<file path="src/rtl/nf_pkg.sv">
package nf_pkg;
    localparam int SAMPLE_W = 16;
    localparam int COEF_W   = 16;
    localparam int ACC_W    = 40;
    localparam int FRAC_P   = 13;               // scaling of pole coefficient
    localparam int FRAC_F   = 12;               // scaling of frequency coefficient
    localparam int LP_UNITY = 1 << FRAC_F;

    typedef logic signed [SAMPLE_W-1:0] sample_t;
    typedef logic signed [COEF_W-1:0]   coef_t;
    typedef logic signed [ACC_W-1:0]    acc_t;

    typedef enum logic {MODE_NOTCH = 1'b0, MODE_LOWPASS = 1'b1} mode_e;

    typedef struct packed {
        sample_t x1;
        sample_t x2;
        sample_t y1;
        sample_t y2;
    } hist_t;

    localparam acc_t RND_HALF = acc_t'(1) <<< (FRAC_P - 1);
    localparam acc_t SMAX     = acc_t'((1 << (SAMPLE_W - 1)) - 1);
    localparam acc_t SMIN     = -acc_t'(1 << (SAMPLE_W - 1));

    function automatic sample_t round_sat(acc_t a);
        acc_t r;
        r = (a + RND_HALF) >>> FRAC_P;
        if (r > SMAX)      return sample_t'(SMAX);
        else if (r < SMIN) return sample_t'(SMIN);
        else               return sample_t'(r);
    endfunction
endpackage

</file>
<file path="src/rtl/nf_history.sv">
module nf_history
    import nf_pkg::*;
(
    input  logic    clk,
    input  logic    rst,
    input  logic    clear,      // discard history this cycle
    input  logic    load,       // accept a new sample/result pair
    input  sample_t x_new,
    input  sample_t y_new,
    output hist_t   h_eff       // history the current sample sees
);
    hist_t h_q;

    assign h_eff = clear ? '0 : h_q;

    always_ff @(posedge clk) begin
        if (rst) begin
            h_q <= '0;
        end else if (load) begin
            h_q.x2 <= h_eff.x1;
            h_q.x1 <= x_new;
            h_q.y2 <= h_eff.y1;
            h_q.y1 <= y_new;
        end else if (clear) begin
            h_q <= '0;
        end
    end
endmodule

</file>
<file path="src/rtl/nf_mac.sv">
module nf_mac
    import nf_pkg::*;
(
    input  sample_t x,
    input  hist_t   h,
    input  coef_t   c_pole,
    input  coef_t   c_freq,
    input  mode_e   mode,
    output sample_t y
);
    acc_t ex, ex1, ex2, ey1, ey2, ecp, ecf;
    acc_t acc_notch, acc_lp, acc;

    assign ex  = acc_t'(x);
    assign ex1 = acc_t'(h.x1);
    assign ex2 = acc_t'(h.x2);
    assign ey1 = acc_t'(h.y1);
    assign ey2 = acc_t'(h.y2);
    assign ecp = acc_t'(c_pole);
    assign ecf = acc_t'(c_freq);

    always_comb begin
        acc_notch = ((ex + ex2) <<< FRAC_P)
                  - ((ecf * ex1) <<< 1)
                  + ((ecf * ey1) <<< 1)
                  + (ecp * ey2);
        acc_lp    = ((ex + ex1) * (acc_t'(LP_UNITY) - ecf))
                  + ((ecf * ey1) <<< 1);
        acc       = (mode == MODE_LOWPASS) ? acc_lp : acc_notch;
    end

    assign y = round_sat(acc);
endmodule

</file>
<file path="src/rtl/nf_filter.sv">
module nf_filter
    import nf_pkg::*;
(
    input  logic                       clk,
    input  logic                       rst,
    input  logic                       enable,
    input  logic                       lp_sel,
    input  logic signed [COEF_W-1:0]   coef_pole,
    input  logic signed [COEF_W-1:0]   coef_freq,
    input  logic                       in_valid,
    input  logic signed [SAMPLE_W-1:0] in_sample,
    output logic                       out_valid,
    output logic signed [SAMPLE_W-1:0] out_sample
);
    mode_e   mode, mode_q;
    logic    mode_chg;
    hist_t   h_eff;
    sample_t y_calc;

    assign mode     = mode_e'(lp_sel);
    assign mode_chg = (mode != mode_q);

    always_ff @(posedge clk) begin
        if (rst) mode_q <= MODE_NOTCH;
        else     mode_q <= mode;
    end

    nf_history u_hist (
        .clk   (clk),
        .rst   (rst),
        .clear (mode_chg | ~enable),
        .load  (enable & in_valid),
        .x_new (in_sample),
        .y_new (y_calc),
        .h_eff (h_eff)
    );

    nf_mac u_mac (
        .x      (in_sample),
        .h      (h_eff),
        .c_pole ((mode == MODE_LOWPASS) ? coef_t'(0) : coef_pole),
        .c_freq (coef_freq),
        .mode   (mode),
        .y      (y_calc)
    );

    always_ff @(posedge clk) begin
        if (rst) begin
            out_valid  <= 1'b0;
            out_sample <= '0;
        end else begin
            out_valid <= in_valid;
            if (in_valid) out_sample <= enable ? y_calc : in_sample;
        end
    end
endmodule

</file>
<file path="config.mk">
export PLATFORM = sky130hd
export DESIGN_NAME = nf_filter
export DESIGN_NICKNAME = d
export VERILOG_FILES = /design/src/rtl/nf_pkg.sv /design/src/rtl/nf_history.sv /design/src/rtl/nf_mac.sv /design/src/rtl/nf_filter.sv
export SDC_FILE = /design/constraint.sdc
export NUM_CORES = 2
export LEC_CHECK = 0
export BUFFER_PORTS_ARGS = -buffer_cell sky130_fd_sc_hd__buf_4
export CORE_AREA = 2 2 300 302
export CTS_BUF_LIST = sky130_fd_sc_hd__clkbuf_8
export DETAILED_ROUTE_END_ITERATION = 6
export DIE_AREA = 0 0 302 304
export HOLD_SLACK_MARGIN = 0.06
export PLACE_DENSITY = 0.75
export SLEW_MARGIN = 20
export SYNTH_ARGS = -nofsm -noshare
export SYNTH_HDL_FRONTEND = slang
export SYNTH_SLANG_ARGS = --single-unit
</file>
<file path="constraint.sdc">
create_clock -name clk -period 29.4 [get_ports clk]
set_clock_uncertainty 0.1 [all_clocks]
set_input_delay 8.82 -clock clk [delete_from_list [all_inputs] [get_ports clk]]
set_output_delay 8.82 -clock clk [all_outputs]
set_load 0.005 [all_outputs]
</file>
* Yosys cells after proc, flatten, opt, wreduce, memory -nomap -nowiden
Cells that the tools add are included.
** Storage, ports and cells
- Output and inout port bits :: 17
- Word-level logic and storage cells :: 32
- Bits of input ports :: 53
- Flip-flop bits (word level) :: 82
** Operators by class
- Bitwise gates (word level) :: 3
- $mul :: 4
- Eq/ne operators :: 1
- Add/subtract/negate cells :: 8
- Muxes and demuxes :: 7
- Order comparisons :: 2
** Operators with widths (number)
- $mux W64 :: 2
- $add A40 B40 Y40 :: 3
- $mul A16 B16 Y32 :: 3
- $mux W16 :: 4
- $add A40 B14 Y40 const B :: 1
- $mul A40 B40 Y40 :: 1
- $mux W40 :: 1
- $sub A40 B40 Y40 :: 1
- $add A16 B16 Y17 :: 2
- $gt A27 B16 Y1 const B :: 1
- $lt A27 B16 Y1 const B :: 1
- $sub A14 B16 Y17 const A :: 1
- $and A1 B1 Y1 :: 1
- $ne A1 B1 Y1 :: 1
- $not A1 Y1 :: 1
- $or A1 B1 Y1 :: 1

* Logic depth before layout (Yosys ltp)
- Word-level depth :: 13
- Depth in mapped cells :: 61
- Depth with buffers taken out :: 52

* Modules after synthesis
From an unflattened synthesis, not the netlist that was laid out.
** Second synthesis, totals
- Cell total of the unflattened synthesis :: 5669
- Area, all modules :: 51299.2 um^2
** Modules (own cells, without submodules)
- nf_mac :: times used 1, sequential area each 0.0 um^2, cells an instance 5290, area each 47678.2 um^2
- nf_history :: times used 1, sequential area each 1281.2 um^2, cells an instance 283, area each 2722.6 um^2
- nf_filter :: times used 1, sequential area each 360.3 um^2, cells an instance 96, area each 898.4 um^2

* Worst setup path after synthesis
OpenSTA, ideal clock, no wires.
- Path kind :: input to register
- Start :: input lp_sel
- End :: register u_hist.h_q[17] (netlist bit)
- Setup time :: 146 ps
- Path slack :: 5978 ps
- Buffers on the path :: 11
- Data required time :: 29154 ps
- Stages on the path :: 57
- Data arrival time :: 23176 ps
- Cell sequence :: buf_2 > buf_1 > clkbuf_1 > buf_1 > xnor2_1 > clkbuf_1 > clkbuf_1 > clkbuf_1 > and3_1 > clkbuf_1 > clkbuf_1 > nand2_1 > fa_1 > inv_1 > fa_1 > inv_1 > fa_1 > inv_1 > [21 not listed] > fa_1 > fa_1 > inv_1 > ha_1 > and3_1 > a21o_1 > o22ai_1 > a2111oi_0 > nor3_1 > nor3_1 > and4b_1 > clkbuf_1 > nand3_1 > mux2i_1 > nand3_1 > o31ai_1 > clkbuf_1 > o221ai_1
** On the way
- Longest elaborated chain between the ends :: 13
- Elaborated cells on any way between the ends :: 21
- Those cells by class :: add/sub: 7; mul: 4; order compare: 2; eq/ne: 1; mux: 6; bitwise: 1
** RTL lines
- start: declaration :: RTL line nf_filter.sv:7 : input logic lp_sel,
- $ne A1 B1 Y1 :: RTL line nf_filter.sv:21 : assign mode_chg = (mode != mode_q);
- $or A1 B1 Y1 :: RTL line nf_filter.sv:31 : .clear (mode_chg | ~enable),
- $mux W64
- $mul A16 B16 Y32 / $add A16 B16 Y17 (equally long branches) :: RTL line nf_mac.sv:24, nf_mac.sv:23
- $sub A40 B40 Y40 :: RTL line nf_mac.sv:24 : - ((ecf * ex1) <<< 1)
- $add A40 B40 Y40 :: RTL line nf_mac.sv:25 : + ((ecf * ey1) <<< 1)
- $add A40 B40 Y40 :: RTL line nf_mac.sv:26 : + (ecp * ey2);
- $mux W40 :: RTL line nf_mac.sv:29 : acc = (mode == MODE_LOWPASS) ? acc_lp : acc_notch;
- $add A40 B14 Y40 :: RTL line nf_pkg.sv:28 : r = (a + RND_HALF) >>> FRAC_P;
- $lt A27 B16 Y1 :: RTL line nf_pkg.sv:30 : else if (r < SMIN) return sample_t'(SMIN);
- $mux W16 :: RTL line nf_pkg.sv:30
- $mux W16 :: RTL line nf_pkg.sv:29 : if (r > SMAX) return sample_t'(SMAX);
- $mux W64 * :: RTL line nf_history.sv:19 : end else if (load) begin
- end: declaration :: RTL line nf_history.sv:12 : hist_t h_q;
Every way passes the cells marked *; elsewhere a longest branch is shown, timed or not.
A chain may end at the register's enable or synchronous reset.

* Final worst setup path
- Start :: input lp_sel
- End :: register u_hist.h_q[27] (netlist bit)
Same word-level chain as after synthesis.

==> out/metrics.yaml <==
global_routing:
  first_pass_grt_wire_length_um: 250000
  grt_antenna_before_repair: 4
  maximum_number_of_pins_on_one_net_before_global_route_repair: 103
  grt.total_usage: 0.363
  grt_pass1_vias: 42200
  globalRoute.totalOverflow: 0
cells_and_area:
  fillerInstances: 7821
  drive_gt1_frac: 0.0383
  layout-area-overhead-vs-synth_pct: 3.20
  mostFrequentLayoutCell: "sky130_fd_sc_hd__inv_1"
  layout_common_cells: "1345 x sky130_fd_sc_hd__inv_1, 1198 x sky130_fd_sc_hd__fa_1, 717 x sky130_fd_sc_hd__nand2_1"
  final_net_count: 7343
floorplan:
  ioPinCount: 70
  initial_cell_density_of_the_core: 0.572
  fp.dieW_um: 302
  design.die.area_um2: 91800
  dieHeight_um: 304
  placement_row_count: 110
  design.core.area_um2: 89000
timing:
  worstMarginPinSlew_ns: 1.23
  slew_violations: 0
  grt_setup_unrepaired: "false"
  fin_crit_sh: 0.837
  setup_total_neg_slack_ns: 0
  report.final.setup_viol: 0
  fin_crit_ns: 24.62
  max_slew_margin: 0.174
  timing.fmax_ghz: 0.0406
  finalHoldViolCount: 0
routing:
  postRouteAntennaNets: 0
  routedWlPerCell_um: 23.7
  drt_drc_violations_left: 1
  drt_iter0_markers: 3492
  wl_final_um: 162000
  num_vias: 40500
  via_density: 5.91
  firstDrtPassIters: 7
logic_synthesis:
  synth_edf_count: 0
  synth_top_flop_cell: "sky130_fd_sc_hd__dfxtp_1"
  postSynth.asyncResetShare: 0
  yosysSeqAreaShare: 0.0322
  synth.cell_area_um2: 50900
  syn_inst: 5809
  yosysTopAreaCell: "sky130_fd_sc_hd__fa_1"
  ys_ff_latch: 82
  synth_cell_type_count: 84
  syn-mean-instance-area_um2: 8.77
  synth.net_count: 7485
  yosys_warnings: 0
  synth_top_cells_by_area: "sky130_fd_sc_hd__fa_1 47%, sky130_fd_sc_hd__ha_1 10%, sky130_fd_sc_hd__inv_1 9.9%"
  synth_top_cell_area_share: 0.471
outcome:
  violations: "design-rule violations"
  status: "finished with violations"
cts:
  worstSkewPairLatency_ns: 0.41
  clock_sink_count: 82
  clock_tree.buffer_depth: 2
  tritoncts: "done"
  cts_hold_repair.buffers: 0
  clkTransAtPathRegs_ns: 0.11
  cts-buffers-inserted: 9
  cells_resized_by_post_cts_repair: 0
  ctsRootBufferMaster: "sky130_fd_sc_hd__clkbuf_8"
  cts-htree-levels: 3
  postCtsSetupBuffers: 0
worst_setup_path:
  timing.critical_path.slowest_cell_delay_ns: 0.87
  crit_required_ns: 29.55
  timing.critical_path.mode_cell: "sky130_fd_sc_hd__fa_1"
  crit_arrival_ns: 24.76
  cp_max_delay_cell: "sky130_fd_sc_hd__o21ai_0"
  timing.setup.critical_path_class: "primary input to flop"
  worst_setup_path_end_kind: "flop"
  worstPathMaxFanout: 102
  start_kind: "primary input"
placement:
  finalWeightedCongestion: 1.04
  place.port_buffers: 69
  hpwlAfterDp_um: 135000
worst_hold_path:
  min_path_type: "flop to flop"
flow_run:
  max_cap_viol_count: 0
==> critical path, delay by kind of cell <==
| kind | cells | cell delay [ns] |
|---|---|---|
| fa+ha+maj | 14 | 6.09 |
| compound gates | 12 | 3.36 |
| buf+inv | 13 | 2.58 |
| xor+xnor | 3 | 0.83 |
| simple gates | 9 | 2.87 |
==> routing by layer <==
layer	vias to the layer above	share of wire	track usage	wire, um
met5	-	0	0	0
met4	0	0.068	0.197	11100
met3	508	0.089	0.0680	14500
met2	1970	0.46	0.572	74200
met1	20600	0.39	0.474	62500
li1	17400	-	-	-
==> final timing paths <==
path | from | endpoint | slack, ns | depth (start not counted)
worst max-delay path | lp_sel | u_hist.h_q[27]$_SDFF_PP0_ | 4.78 | 51
worst min-delay path | u_hist.h_q[25]$_SDFF_PP0_ | u_hist.h_q[9]$_SDFF_PP0_ | 0.46 | 2
worst max register to register | mode_q$_SDFF_PP0_ | u_hist.h_q[27]$_SDFF_PP0_ | 13.34 | 50
worst min register to register | u_hist.h_q[25]$_SDFF_PP0_ | u_hist.h_q[9]$_SDFF_PP0_ | 0.46 | 2
==> per-stage QoR <==
stage / hold slack, ns / area [um^2] / setup WS (ns) / utilization / cells
6_report: 0.462 / 52600 / 4.78 / 0.590 / 6851
5_1_grt: 0.490 / 52600 / 3.97 / 0.590 / 6850
4_1_cts: 0.462 / 52600 / 5.17 / 0.590 / 6848
3_5_place_dp: 0.446 / 52300 / 4.75 / 0.588 / 6832
3_3_place_gp: 0.445 / 52300 / 4.97 / 0.588 / 6832
2_1_floorplan: 0.377 / 50900 / 5.98 / - / 5809
==> area by class of cell <==
class | instances | area, um^2 | area share
Antenna cell | 3 | 7.51 | 0.000143
Inverter | 1348 | 5060 | 0.0962
Clock buffer | 9 | 124 | 0.00236
Sequential cell | 82 | 1640 | 0.0312
Tap cell | 1176 | 1470 | 0.0280
Clock inverter | 7 | 103 | 0.00195
Timing Repair Buffer | 120 | 901 | 0.0171
Multi-Input combinational cell | 4106 | 43300 | 0.823
==> synthesized netlist by cell type, drive strengths merged (30+ instances only) <==
cell type	count
clkbuf	244
o21bai	30
a21oi	136
dfxtp	82
nand3	65
xor2	55
inv	1348
nor2	346
and2	164
and3	153
or2	31
xnor2	151
nand2	717
nor3	47
ha	425
fa	1198
nor2b	39
o21ai	78
a21o	46
==> sequential cells by signal, summed over array words and instances, names as in the netlist <==
| signal | flops |
|---|---|
| mode_q | 1 |
| out_sample | 16 |
| out_valid | 1 |
| u_hist.h_q | 64 |
==> kinds of logic after synthesis <==
| group | count (synthesis) | synth area share |
|---|---|---|
| AO/OA/AOI/OAI | 545 | 0.0747 |
| flip-flops | 82 | 0.0322 |
| adder cells (fa/ha/maj) | 1623 | 0.575 |
| multiplexers | 35 | 0.00702 |
| AND/OR/NAND/NOR | 1697 | 0.155 |
| XOR/XNOR | 206 | 0.0358 |
| buffers and inverters | 1621 | 0.120 |
Power is left out: the tool's default activity adds up to more than one toggle a clock period on the data nets, which glitch-free logic cannot reach.
